**src/rtl/pmw_pkg.sv**
```systemverilog
package pmw_pkg;

    localparam int DW       = 8;
    localparam int NSRC     = 4;
    localparam int SRC_LSB  = 1;
    localparam int SYNC_STG = 2;

    localparam logic [DW-1:0] IDX_CTRL = 8'hC5;
    localparam logic [DW-1:0] IDX_GSTS = 8'hC6;
    localparam logic [DW-1:0] IDX_WSTS = 8'hC7;
    localparam logic [DW-1:0] IDX_WEN  = 8'hC8;

    typedef enum logic [1:0] {
        SEL_CTRL = 2'd0,
        SEL_GSTS = 2'd1,
        SEL_WSTS = 2'd2,
        SEL_WEN  = 2'd3
    } reg_sel_e;

    typedef struct packed {
        logic     hit;
        reg_sel_e sel;
    } reg_dec_t;

    function automatic reg_dec_t decode_idx(input logic [DW-1:0] idx);
        reg_dec_t d;
        d.hit = 1'b1;
        d.sel = SEL_CTRL;
        case (idx)
            IDX_CTRL: d.sel = SEL_CTRL;
            IDX_GSTS: d.sel = SEL_GSTS;
            IDX_WSTS: d.sel = SEL_WSTS;
            IDX_WEN:  d.sel = SEL_WEN;
            default:  d.hit = 1'b0;
        endcase
        return d;
    endfunction

    function automatic logic [DW-1:0] place_src(input logic [NSRC-1:0] v);
        logic [DW-1:0] r;
        r = '0;
        r[SRC_LSB +: NSRC] = v;
        return r;
    endfunction

    function automatic logic [NSRC-1:0] pick_src(input logic [DW-1:0] d);
        return d[SRC_LSB +: NSRC];
    endfunction

endpackage

```
**src/rtl/pmw_sync_edge.sv**
```systemverilog
module pmw_sync_edge
    import pmw_pkg::*;
#(
    parameter int N = NSRC
) (
    input  logic         clk,
    input  logic         rst,
    input  logic [N-1:0] d_in,
    output logic [N-1:0] rise
);

    localparam int DEPTH = SYNC_STG + 1;

    for (genvar i = 0; i < N; i++) begin : g_bit
        logic [DEPTH-1:0] sh;

        always_ff @(posedge clk) begin
            if (rst) sh <= '0;
            else     sh <= {sh[DEPTH-2:0], d_in[i]};
        end

        assign rise[i] = sh[SYNC_STG-1] & ~sh[SYNC_STG];

        assert_one_shot_R12: assert property (@(posedge clk) disable iff (rst)
            rise[i] |=> !rise[i]);
    end

endmodule

```
**src/rtl/pmw_regs.sv**
```systemverilog
module pmw_regs
    import pmw_pkg::*;
(
    input  logic            clk,
    input  logic            sby_rst,
    input  logic            main_rst,
    input  logic [DW-1:0]   idx,
    input  logic            wr,
    input  logic            rd,
    input  logic [DW-1:0]   wdata,
    input  logic [NSRC-1:0] evt,
    input  logic            gsts,
    output logic            gen,
    output logic [NSRC-1:0] wsts,
    output logic [NSRC-1:0] wen,
    output logic            gsts_clr,
    output logic [DW-1:0]   rdata
);

    reg_dec_t        dec;
    logic            wr_ctrl, wr_wsts, wr_wen;
    logic [NSRC-1:0] clr_mask;
    logic [DW-1:0]   rd_mux;
    logic            unused_wdata_hi;

    assign dec      = decode_idx(idx);
    assign wr_ctrl  = wr && dec.hit && (dec.sel == SEL_CTRL);
    assign wr_wsts  = wr && dec.hit && (dec.sel == SEL_WSTS);
    assign wr_wen   = wr && dec.hit && (dec.sel == SEL_WEN);
    assign gsts_clr = wr && dec.hit && (dec.sel == SEL_GSTS) && wdata[0];
    assign clr_mask = wr_wsts ? pick_src(wdata) : '0;
    assign unused_wdata_hi = ^wdata[DW-1:SRC_LSB+NSRC];

    always_ff @(posedge clk) begin
        if (sby_rst)      gen <= 1'b0;
        else if (wr_ctrl) gen <= wdata[0];
    end

    always_ff @(posedge clk) begin
        if (sby_rst) wsts <= '0;
        else         wsts <= (wsts & ~clr_mask) | evt;
    end

    always_ff @(posedge clk) begin
        if (sby_rst)     wen <= '0;
        else if (wr_wen) wen <= pick_src(wdata);
    end

    always_comb begin
        rd_mux = '0;
        if (dec.hit) begin
            case (dec.sel)
                SEL_CTRL: rd_mux[0] = gen;
                SEL_GSTS: rd_mux[0] = gsts;
                SEL_WSTS: rd_mux = place_src(wsts);
                SEL_WEN:  rd_mux = place_src(wen);
                default:  rd_mux = '0;
            endcase
        end
    end

    always_ff @(posedge clk) begin
        if (sby_rst || main_rst) rdata <= '0;
        else if (rd)             rdata <= rd_mux;
    end

    for (genvar i = 0; i < NSRC; i++) begin : g_chk
        assert_evt_wins_R5: assert property (@(posedge clk) disable iff (sby_rst)
            evt[i] |=> wsts[i]);
        assert_sticky_R5: assert property (@(posedge clk) disable iff (sby_rst)
            (wsts[i] && !(wr && idx == IDX_WSTS && wdata[SRC_LSB+i])) |=> wsts[i]);
    end

    assert_wen_keep_R2: assert property (@(posedge clk) disable iff (sby_rst)
        !(wr && idx == IDX_WEN) |=> $stable(wen));
    assert_ctrl_keep_R2: assert property (@(posedge clk) disable iff (sby_rst)
        !(wr && idx == IDX_CTRL) |=> $stable(gen));
    assert_oob_read_R10: assert property (@(posedge clk) disable iff (sby_rst)
        (rd && !main_rst && idx != IDX_CTRL && idx != IDX_GSTS &&
         idx != IDX_WSTS && idx != IDX_WEN) |=> (rdata == '0));
    assert_sby_clear_R1: assert property (@(posedge clk)
        sby_rst |=> (!gen && wsts == '0 && wen == '0 && rdata == '0));

endmodule

```
**src/rtl/pmw_wake_out.sv**
```systemverilog
module pmw_wake_out
    import pmw_pkg::*;
(
    input  logic            clk,
    input  logic            sby_rst,
    input  logic            gen,
    input  logic [NSRC-1:0] wsts,
    input  logic [NSRC-1:0] wen,
    input  logic            gsts_clr,
    output logic            gsts,
    output logic            pme_n
);

    logic cond;

    assign cond = |(wsts & wen);

    always_ff @(posedge clk) begin
        if (sby_rst)       gsts <= 1'b0;
        else if (gsts_clr) gsts <= 1'b0;
        else if (cond)     gsts <= 1'b1;
    end

    assign pme_n = ~(gen & gsts);

    assert_gsts_cause_R7: assert property (@(posedge clk) disable iff (sby_rst)
        $rose(gsts) |-> $past(cond));
    assert_gsts_clear_R8: assert property (@(posedge clk) disable iff (sby_rst)
        gsts_clr |=> !gsts);
    assert_gsts_hold_R8: assert property (@(posedge clk) disable iff (sby_rst)
        (gsts && !gsts_clr) |=> gsts);
    assert_pme_needs_gen_R9: assert property (@(posedge clk) disable iff (sby_rst)
        !gen |=> (pme_n || $past(gen) == 1'b0 && gen));

endmodule

```
**src/rtl/pmw_wake_ctrl.sv**
```systemverilog
module pmw_wake_ctrl
    import pmw_pkg::*;
(
    input  logic            clk,
    input  logic            sby_rst,
    input  logic            main_rst,
    input  logic [DW-1:0]   reg_idx,
    input  logic            reg_wr,
    input  logic            reg_rd,
    input  logic [DW-1:0]   reg_wdata,
    output logic [DW-1:0]   reg_rdata,
    input  logic [NSRC-1:0] wake_in,
    output logic            pme_n
);

    logic [NSRC-1:0] evt;
    logic [NSRC-1:0] wsts, wen;
    logic            gen, gsts, gsts_clr;

    pmw_sync_edge #(.N(NSRC)) u_sync (
        .clk  (clk),
        .rst  (sby_rst),
        .d_in (wake_in),
        .rise (evt)
    );

    pmw_regs u_regs (
        .clk      (clk),
        .sby_rst  (sby_rst),
        .main_rst (main_rst),
        .idx      (reg_idx),
        .wr       (reg_wr),
        .rd       (reg_rd),
        .wdata    (reg_wdata),
        .evt      (evt),
        .gsts     (gsts),
        .gen      (gen),
        .wsts     (wsts),
        .wen      (wen),
        .gsts_clr (gsts_clr),
        .rdata    (reg_rdata)
    );

    pmw_wake_out u_out (
        .clk      (clk),
        .sby_rst  (sby_rst),
        .gen      (gen),
        .wsts     (wsts),
        .wen      (wen),
        .gsts_clr (gsts_clr),
        .gsts     (gsts),
        .pme_n    (pme_n)
    );

    assert_main_keeps_pme_R2: assert property (@(posedge clk) disable iff (sby_rst)
        (main_rst && !reg_wr && !pme_n) |=> !pme_n);

endmodule

```
**config.mk**
```make
export PLATFORM = sky130hd
export DESIGN_NAME = pmw_wake_ctrl
export DESIGN_NICKNAME = d
export VERILOG_FILES = /design/src/rtl/pmw_pkg.sv /design/src/rtl/pmw_sync_edge.sv /design/src/rtl/pmw_regs.sv /design/src/rtl/pmw_wake_out.sv /design/src/rtl/pmw_wake_ctrl.sv
export SDC_FILE = /design/constraint.sdc
export NUM_CORES = 1
export LEC_CHECK = 0
export BUFFER_PORTS_ARGS = -buffer_cell sky130_fd_sc_hd__buf_4
export CORE_MARGIN = 3
export CORE_UTILIZATION = 30
export DETAILED_ROUTE_END_ITERATION = 16
export PLACE_DENSITY = 0.6
export SYNTH_ARGS = -nofsm -noshare
export SYNTH_HDL_FRONTEND = slang
export SYNTH_SLANG_ARGS = --single-unit
```
**constraint.sdc**
```tcl
create_clock -name clk -period 1.6 [get_ports clk]
set_input_delay 0.32 -clock clk [delete_from_list [all_inputs] [get_ports clk]]
set_output_delay 0.32 -clock clk [all_outputs]
set_load 0.05 [all_outputs]
```
==> results of run 1 <==
[layer usage]
layer	track usage	vias up	part of all wire	wire (um)
li1	-	432	-	-
met1	0.112	379	0.44	880
met2	0.177	24	0.49	985
met3	0.0325	2	0.067	134
met4	0.0233	0	0.0045	9
met5	0	-	0	0
[cells in the mapped netlist]
| library cell | instances | area share |
|---|---|---|
| a211oi_1 | 1 | 0.0071 |
| a21oi_1 | 6 | 0.028 |
| a222oi_1 | 1 | 0.0095 |
| a22oi_1 | 4 | 0.028 |
| and2b_1 | 1 | 0.0071 |
| and4b_1 | 1 | 0.0095 |
| buf_2 | 2 | 0.0095 |
| buf_4 | 3 | 0.021 |
| clkbuf_1 | 2 | 0.0071 |
| conb_1 | 1 | 0.0035 |
| dfxtp_1 | 27 | 0.51 |
| mux2i_1 | 5 | 0.047 |
| nand2_1 | 8 | 0.028 |
| nand3_1 | 1 | 0.0047 |
| nand4_1 | 5 | 0.030 |
| nor2_1 | 10 | 0.035 |
| nor2b_1 | 18 | 0.11 |
| nor3_1 | 1 | 0.0047 |
| nor4b_1 | 1 | 0.0083 |
| nor4b_4 | 1 | 0.022 |
| nor4bb_1 | 1 | 0.0095 |
| o2111ai_2 | 1 | 0.014 |
| o21a_1 | 1 | 0.0071 |
| o21ai_0 | 4 | 0.019 |
| o22ai_1 | 1 | 0.0059 |
| o31ai_1 | 1 | 0.0071 |
| or3b_2 | 1 | 0.0083 |
[cell type report]
cell class	instances	area, sq um	area share
sequential	27	541	0.408
multi-input combinational	77	485	0.366
timing repair buffer	29	218	0.164
tap	44	55.1	0.0415
clock buffer	3	22.5	0.0170
clock inverter	1	5.00	0.00377
[worst paths after layout]
kind | from | depth (start not counted) | slack, ns | to
min reg2reg | u_sync.g_bit[2].sh[0]$_SDFF_PP0_ | 1 | 0.46 | u_sync.g_bit[2].sh[1]$_SDFF_PP0_
max reg2reg | u_regs.wsts[2]$_SDFF_PP0_ | 2 | 0.61 | u_out.gsts$_SDFFE_PP0P_
max | u_regs.gen$_SDFFE_PP0P_ | 2 | 0.32 | pme_n
min | wake_in[0] | 2 | 0.20 | u_sync.g_bit[0].sh[0]$_SDFF_PP0_
[sequential cells by signal (all words and copies together), names as in the netlist]
register	cells
u_regs.rdata	5
u_sync.g_bit.sh	12
u_regs.wen	4
u_out.gsts	1
u_regs.gen	1
u_regs.wsts	4
[through the flow]
stage	cell area [sq um]	setup WS [ns]	hold slack (ns)	util	cells
after floorplan	1070	0.302	0.392	-	111
after global placement	1300	0.0966	0.418	0.405	177
after detailed placement	1300	0.0645	0.425	0.405	177
after CTS	1330	0.304	0.184	0.414	181
after global routing	1330	0.250	0.172	0.414	181
final	1330	0.316	0.200	0.414	181
[power groups by stage]
stage | sequential, mW | combinational, mW | clock, mW
after floorplan | 0.710 | 0.0625 | 0
after global placement | 0.711 | 0.113 | 0
after global routing | 0.699 | 0.127 | 0.334
after detailed placement | 0.712 | 0.116 | 0
final | 0.697 | 0.115 | 0.284
after CTS | 0.697 | 0.116 | 0.299
[cell families after synthesis]
family,Yosys count,share of synthesized area
flops,27,0.511
buf+inv,7,0.0378
other cells,1,0.00354
compound gates,20,0.126
mux,5,0.0473
simple gates,49,0.274
==> results.json, run 1 <==
{
  "status": "completed",
  "worst-setup-path-type": "reg2out",
  "cts.path.max_buffers": 2,
  "cap_violations": 0,
  "internal_power_mw": 0.839,
  "start_util": 0.330,
  "htreeDepth": 1,
  "fp.dieH_um": 65.4,
  "grt_pass1_vias": 761,
  "avgSynthCellArea_sq_um": 9.71,
  "fp.dieW_um": 65.4,
  "skew_ns": 0.00120,
  "antenna_found_initial": 0,
  "totalWireLength_um": 2010,
  "cp_num_buf_inv": 1,
  "path_clk_slew_ns": 0.14,
  "cts.sinks": 27,
  "cts_buffers": 3,
  "startpoint_type": "flop",
  "hold_viol_final": 0,
  "die_area_sq_mm": 0.00428,
  "slowest_delay_ns": 0.40,
  "finalPower_mw": 1.10,
  "cts-resized-gates": 0,
  "cp-end-kind": "output port",
  "io_buffers": 27,
  "cts.hold.buffers_added": 0,
  "rsz0062_at_grt": "false",
  "leakage_nw": 0.554,
  "cp.arrival_ns": 0.96,
  "finalCritPeriodShare": 0.802,
  "fill_cells": 345,
  "area_delta_synth_final_pct": 25.3,
  "wl_per_cell_um": 11.1,
  "final_cell_mix": "29 x buf_4, 27 x dfxtp_1, 18 x nor2b_1",
  "grt_max_degree": 25,
  "crit_required_ns": 1.28,
  "diodes": 0,
  "swShare": 0.234,
  "num_vias": 837,
  "core_sq_mm": 0.00320,
  "hold_path_class": "in2reg",
  "path_max_fanout": 4,
  "p_clk_frac": 0.259,
  "ioPinCount": 34,
  "report.final.setup_viol": 0,
  "fin_tns_setup_ns": 0,
  "netSwitchingPower_mw": 0.257,
  "seq_area_frac_synth": 0.511,
  "cts_root_buf": "clkbuf_4",
  "layout.nets": 163,
  "cp_top_family": "flip-flops",
  "netlist_area_sq_mm": 0.00106,
  "row_count": 20,
  "drt_pass1_iterations": 5,
  "power_density_mw_per_mm2": 827,
  "grt_usage": 0.0985,
  "ys_warn_count": 0,
  "cp_slowest_cell": "dfxtp_1",
  "pwr-share-seq": 0.636,
  "cts_setup_buffers": 0,
  "ys_ff_latch": 27,
  "fmax_mhz": 779,
  "worstPathCellList": "nand2_1 > buf_4",
  "drc": 0,
  "clock_latency_ns": 0.32,
  "grt_overflow": 0,
  "final_antenna_net_count": 0,
  "cts_tree": "built",
  "place.gp.congestion": 0.715,
  "drive_gt1_frac": 0.263,
  "maxSlewViolCount": 0,
  "grt_pass1_wl_um": 3290,
  "drt_iter0_drc": 37,
  "mostFrequentLayoutCell": "buf_4",
  "via_per_inst": 4.62,
  "ir_drop_mv": 0.611,
  "synth.distinct_cells": 27,
  "power_frac_comb": 0.105,
  "syn_inst": 109,
  "post-route-min-period_ns": 1.28
}
No activity file was read; power rests on OpenSTA's default activity.
==> run 2: changes to the inputs <==
- PLACE_DENSITY: 0.6 -> 0.62
- clock period: 1.6 -> 1.1 ns (I/O delays scaled with it)
==> results.json, run 2 (synthesis gave the netlist of run 1 again) <==
{
  "ir_drop_mv": 0.718,
  "reg_top3": "u_sync.g_bit.sh: 12 flops, u_regs.rdata: 5 flops",
  "io_buffers": 27,
  "core_sq_mm": 0.00320,
  "path_clk_slew_ns": 0.14,
  "leakage_nw": 0.610,
  "fp.dieW_um": 65.4,
  "p_clk_frac": 0.265,
  "cp-end-kind": "output port",
  "finalCritPeriodShare": 1.00,
  "cts.sinks": 27,
  "grt_max_degree": 23,
  "slowest_delay_ns": 0.36,
  "fp.dieH_um": 65.4,
  "report.final.setup_viol": 1,
  "multi_input_area_sq_um": 499,
  "htreeDepth": 1,
  "cts.path.max_buffers": 2,
  "mostFrequentLayoutCell": "buf_4",
  "fill_cells": 350,
  "crit_required_ns": 0.88,
  "drt_iter0_drc": 38,
  "largest_reg_flops": 12,
  "area_delta_synth_final_pct": 36.9,
  "grt_usage": 0.102,
  "worstPathCellList": "nand2_2 > buf_8",
  "drc": 0,
  "path_max_fanout": 2,
  "rsz0062_at_grt": "true",
  "status": "finished with violations",
  "drt_pass1_iterations": 5,
  "hold_viol_final": 0,
  "clock_latency_ns": 0.32,
  "num_vias": 875,
  "swShare": 0.242,
  "power_density_mw_per_mm2": 1120,
  "skew_ns": 0.000744,
  "cts.hold.buffers_added": 0,
  "post-route-min-period_ns": 1.10,
  "ioPinCount": 34,
  "wl_per_cell_um": 10.9,
  "cts_root_buf": "clkbuf_4",
  "place.gp.congestion": 0.740,
  "netSwitchingPower_mw": 0.394,
  "worst-setup-path-type": "reg2out",
  "maxSlewViolCount": 0,
  "fin_tns_setup_ns": -0.00329,
  "fmax_mhz": 906,
  "dpl_worst_slack_ns": -0.265,
  "drive_gt1_frac": 0.377,
  "grt_pass1_wl_um": 3420,
  "final_area_sq_mm": 0.00145,
  "place_area_sq_mm": 0.00136,
  "worstHoldStart": "wake_in[1]",
  "rr_endpoint": "u_regs.rdata[0]$_SDFFE_PP0P_",
  "layout.nets": 172,
  "worstHoldEndpoint": "u_sync.g_bit[1].sh[0]$_SDFF_PP0_",
  "cp_top_family": "flip-flops",
  "antenna_found_initial": 0,
  "hold_path_class": "in2reg",
  "totalWireLength_um": 2070,
  "regMostFlops": "u_sync.g_bit.sh",
  "r2r_start": "u_out.gsts$_SDFFE_PP0P_",
  "dp.final_hpwl_um": 1600,
  "internal_power_mw": 1.24,
  "cts_buffers": 3,
  "diodes": 0,
  "setup_ws_ns": -0.00329,
  "cp_num_buf_inv": 1,
  "register_area_sq_um": 549,
  "ff2ff_setup_slack_ns": 0.07,
  "violations": "setup timing",
  "final_cell_mix": "32 x buf_4, 20 x dfxtp_1, 18 x nor2b_1",
  "power_frac_comb": 0.113,
  "reg2reg_depth": 5,
  "cap_violations": 0,
  "cts_tree": "built",
  "die_area_sq_mm": 0.00428,
  "grt_pass1_vias": 774,
  "final_antenna_net_count": 0,
  "row_count": 20,
  "cp.arrival_ns": 0.88,
  "hold_depth": 2,
  "cp_slowest_cell": "dfxtp_2",
  "pwr-share-seq": 0.622,
  "startpoint_type": "flop",
  "via_per_inst": 4.61,
  "start_util": 0.330,
  "grt_overflow": 0
}
-- run 2: worst reg2reg max path, cell delays in order, from the launching register on --
cell	delay, ns
dfxtp_2	0.36
buf_4	0.10
buf_4	0.09
nor2b_1	0.11
o22ai_1	0.08
o31ai_1	0.22
-- run 2: worst max-delay path by stage --
stage | start | endpoint | slack (ns) | cells past startpoint
after global placement | reg_idx[5] | u_out.gsts$_SDFFE_PP0P_ | -0.22 | 6
after detailed placement | reg_idx[5] | u_out.gsts$_SDFFE_PP0P_ | -0.27 | 6
after CTS | u_out.gsts$_SDFFE_PP0P_ | pme_n | -0.01 | 2
after floorplan | reg_idx[5] | u_out.gsts$_SDFFE_PP0P_ | -0.05 | 5
after global routing | u_regs.gen$_SDFFE_PP0P_ | pme_n | -0.05 | 2
final | u_regs.gen$_SDFFE_PP0P_ | pme_n | -0.003 | 2
-- run 2: repair_timing --
action,in CTS,in global routing
pin swaps,0,1
endpoints found under the setup margin,6,6
endpoints found under the hold margin,0,0
resized for setup,9,7
gates cloned,0,0
buffers inserted,2,1
-- run 2: layer usage --
metal  vias up  global-route usage  share of wire
li1        449                   -              -
met1       393               0.132           0.47
met2        33               0.166           0.46
met3         0              0.0376          0.078
met4         0              0.0155              0
met5         -                   0              0
-- run 2: power by group through the flow --
stage                     registers (mW)  logic, mW  clock network (mW)
after global routing                1.02      0.203               0.502
after floorplan                     1.03     0.0918                   0
after global placement              1.03      0.182                   0
after CTS                           1.01      0.186               0.455
after detailed placement            1.04      0.185                   0
final                               1.01      0.185               0.432
-- run 2: final cells by class --
cell class,count,area share
clock buffer,3,0.0155
clock inverter,1,0.00518
multi-input combinational,77,0.345
sequential,27,0.379
tap,44,0.0380
timing repair buffer,38,0.218
-- run 2: metrics by stage --
| step | total power, mW | hold slack, ns | utilization | instances |
|---|---|---|---|---|
| global route | 1.72 | 0.0813 | 0.452 | 190 |
| global placement | 1.22 | 0.417 | 0.423 | 183 |
| detailed placement | 1.22 | 0.428 | 0.423 | 183 |
| finish | 1.63 | 0.0951 | 0.452 | 190 |
| CTS | 1.66 | 0.0820 | 0.446 | 189 |
| floorplan | 1.12 | 0.292 | - | 111 |
==> run 3: changes to the inputs <==
- CORE_MARGIN: 3 -> 5
==> results.json, run 3 (synthesis gave the netlist of run 1 again) <==
{
  "status": "finished with violations",
  "violations": "setup timing",
  "core_sq_mm": 0.00339,
  "wl_per_cell_um": 12.0,
  "worst-setup-path-type": "reg2out",
  "fp.dieH_um": 69.4,
  "grt_max_degree": 23,
  "reg_top3": "u_sync.g_bit.sh: 12 flops, u_regs.rdata: 5 flops",
  "maxSlewViolCount": 0,
  "setup_ws_ns": -0.0192,
  "report.final.setup_viol": 1,
  "r2r_start": "u_out.gsts$_SDFFE_PP0P_",
  "worstPathCellList": "nand2_2 > buf_8",
  "dp_cells": 185,
  "io_buffers": 27,
  "fin_util": 0.434,
  "leakage_nw": 0.623,
  "fmax_mhz": 893,
  "grt_usage": 0.0969,
  "critical_path.startpoint": "u_regs.gen$_SDFFE_PP0P_",
  "drt_pass1_iterations": 4,
  "post-route-min-period_ns": 1.12,
  "totalWireLength_um": 2320,
  "fp.dieW_um": 69.4,
  "final_area_sq_mm": 0.00147,
  "row_count": 21,
  "power_frac_comb": 0.112,
  "htreeDepth": 1,
  "via_per_inst": 4.66,
  "cts.hold.buffers_added": 0,
  "instances_no_fill": 193,
  "pwr-share-seq": 0.614,
  "final_cell_mix": "33 x buf_4, 20 x dfxtp_1, 18 x nor2b_1",
  "cts_root_buf": "clkbuf_4",
  "cts.path.max_buffers": 2,
  "swShare": 0.246,
  "finalCritPeriodShare": 1.02,
  "cp.arrival_ns": 0.90,
  "place.gp.congestion": 0.750,
  "drc": 0,
  "place_area_sq_mm": 0.00136,
  "netSwitchingPower_mw": 0.406,
  "cp_top_family": "flip-flops",
  "path_max_fanout": 2,
  "cp_num_buf_inv": 1,
  "rsz0062_at_grt": "true",
  "dp.final_hpwl_um": 1750,
  "p_clk_frac": 0.274,
  "ioPinCount": 34,
  "path_clk_slew_ns": 0.15,
  "cp_slowest_cell": "dfxtp_2",
  "cp-end-kind": "output port",
  "final_antenna_net_count": 0,
  "cts.sinks": 27,
  "startpoint_type": "flop",
  "die_area_sq_mm": 0.00482,
  "start_util": 0.312,
  "hold_path_class": "in2reg",
  "largest_reg_flops": 12,
  "grt_pass1_vias": 855,
  "internal_power_mw": 1.25,
  "worstHoldStart": "wake_in[2]",
  "layout.nets": 173,
  "ir_drop_mv": 0.764,
  "cap_violations": 0,
  "power_density_mw_per_mm2": 1120,
  "crit_required_ns": 0.88,
  "num_vias": 899,
  "regMostFlops": "u_sync.g_bit.sh",
  "grt_overflow": 0,
  "area_delta_synth_final_pct": 39.0,
  "drive_gt1_frac": 0.381,
  "cts_tree": "built",
  "drt_iter0_drc": 27,
  "clock_latency_ns": 0.33,
  "diodes": 0,
  "cts_buffers": 3,
  "finalPower_mw": 1.65,
  "hold_viol_final": 0,
  "skew_ns": 0.00106,
  "antenna_found_initial": 0,
  "mostFrequentLayoutCell": "buf_4",
  "grt_pass1_wl_um": 3870,
  "slowest_delay_ns": 0.36
}
==> run 3: changes by cell type in the layout (fill, tap and decap cells not counted), sizes merged <==
cell	delta
buf	+1
clkinvlp	-1
inv	+1
==> run 3: cell type report <==
cell class                      instances  area (sq um)
Clock buffer                            3          22.5
Clock inverter                          1          8.76
Fill cell                             329          1920
Multi-Input combinational cell         77           499
Sequential cell                        27           549
Tap cell                               46          57.6
Timing Repair Buffer                   39           334
==> run 3: final timing paths <==
kind | to | slack, ns | cells after the start
max | pme_n | -0.02 | 2
min | u_sync.g_bit[2].sh[0]$_SDFF_PP0_ | 0.09 | 2
max reg2reg | u_regs.rdata[0]$_SDFFE_PP0P_ | 0.05 | 5
min reg2reg | u_sync.g_bit[1].sh[1]$_SDFF_PP0_ | 0.45 | 1
==> run 3: metrics by stage <==
stage                     hold WS (ns)  setup WS, ns  setup TNS (ns)
final                           0.0875       -0.0192         -0.0192
after global routing            0.0612       -0.0636          -0.136
after CTS                       0.0679       -0.0297         -0.0297
after detailed placement         0.426        -0.283           -2.83
after global placement           0.417        -0.228           -2.51
after floorplan                  0.292       -0.0536          -0.187
==> run 3: timing repair <==
item	CTS	global route
setup endpoints to repair	6	6
pin swaps	1	0
gates resized for setup	13	6
setup buffers	2	2
==> run 3: power groups by stage <==
stage          clock [mW]  sequential (mW)  combinational, mW
4_1_cts             0.478             1.01              0.186
3_5_place_dp            0             1.04              0.185
3_3_place_gp            0             1.03              0.181
5_1_grt             0.524             1.02              0.203
2_1_floorplan           0             1.03             0.0918
6_report            0.453             1.01              0.185
==> run 3: routing by layer <==
metal  part of all wire  track usage
met3              0.085       0.0449
met5                  0            0
met2               0.47        0.162
met4             0.0065       0.0152
met1               0.43        0.115
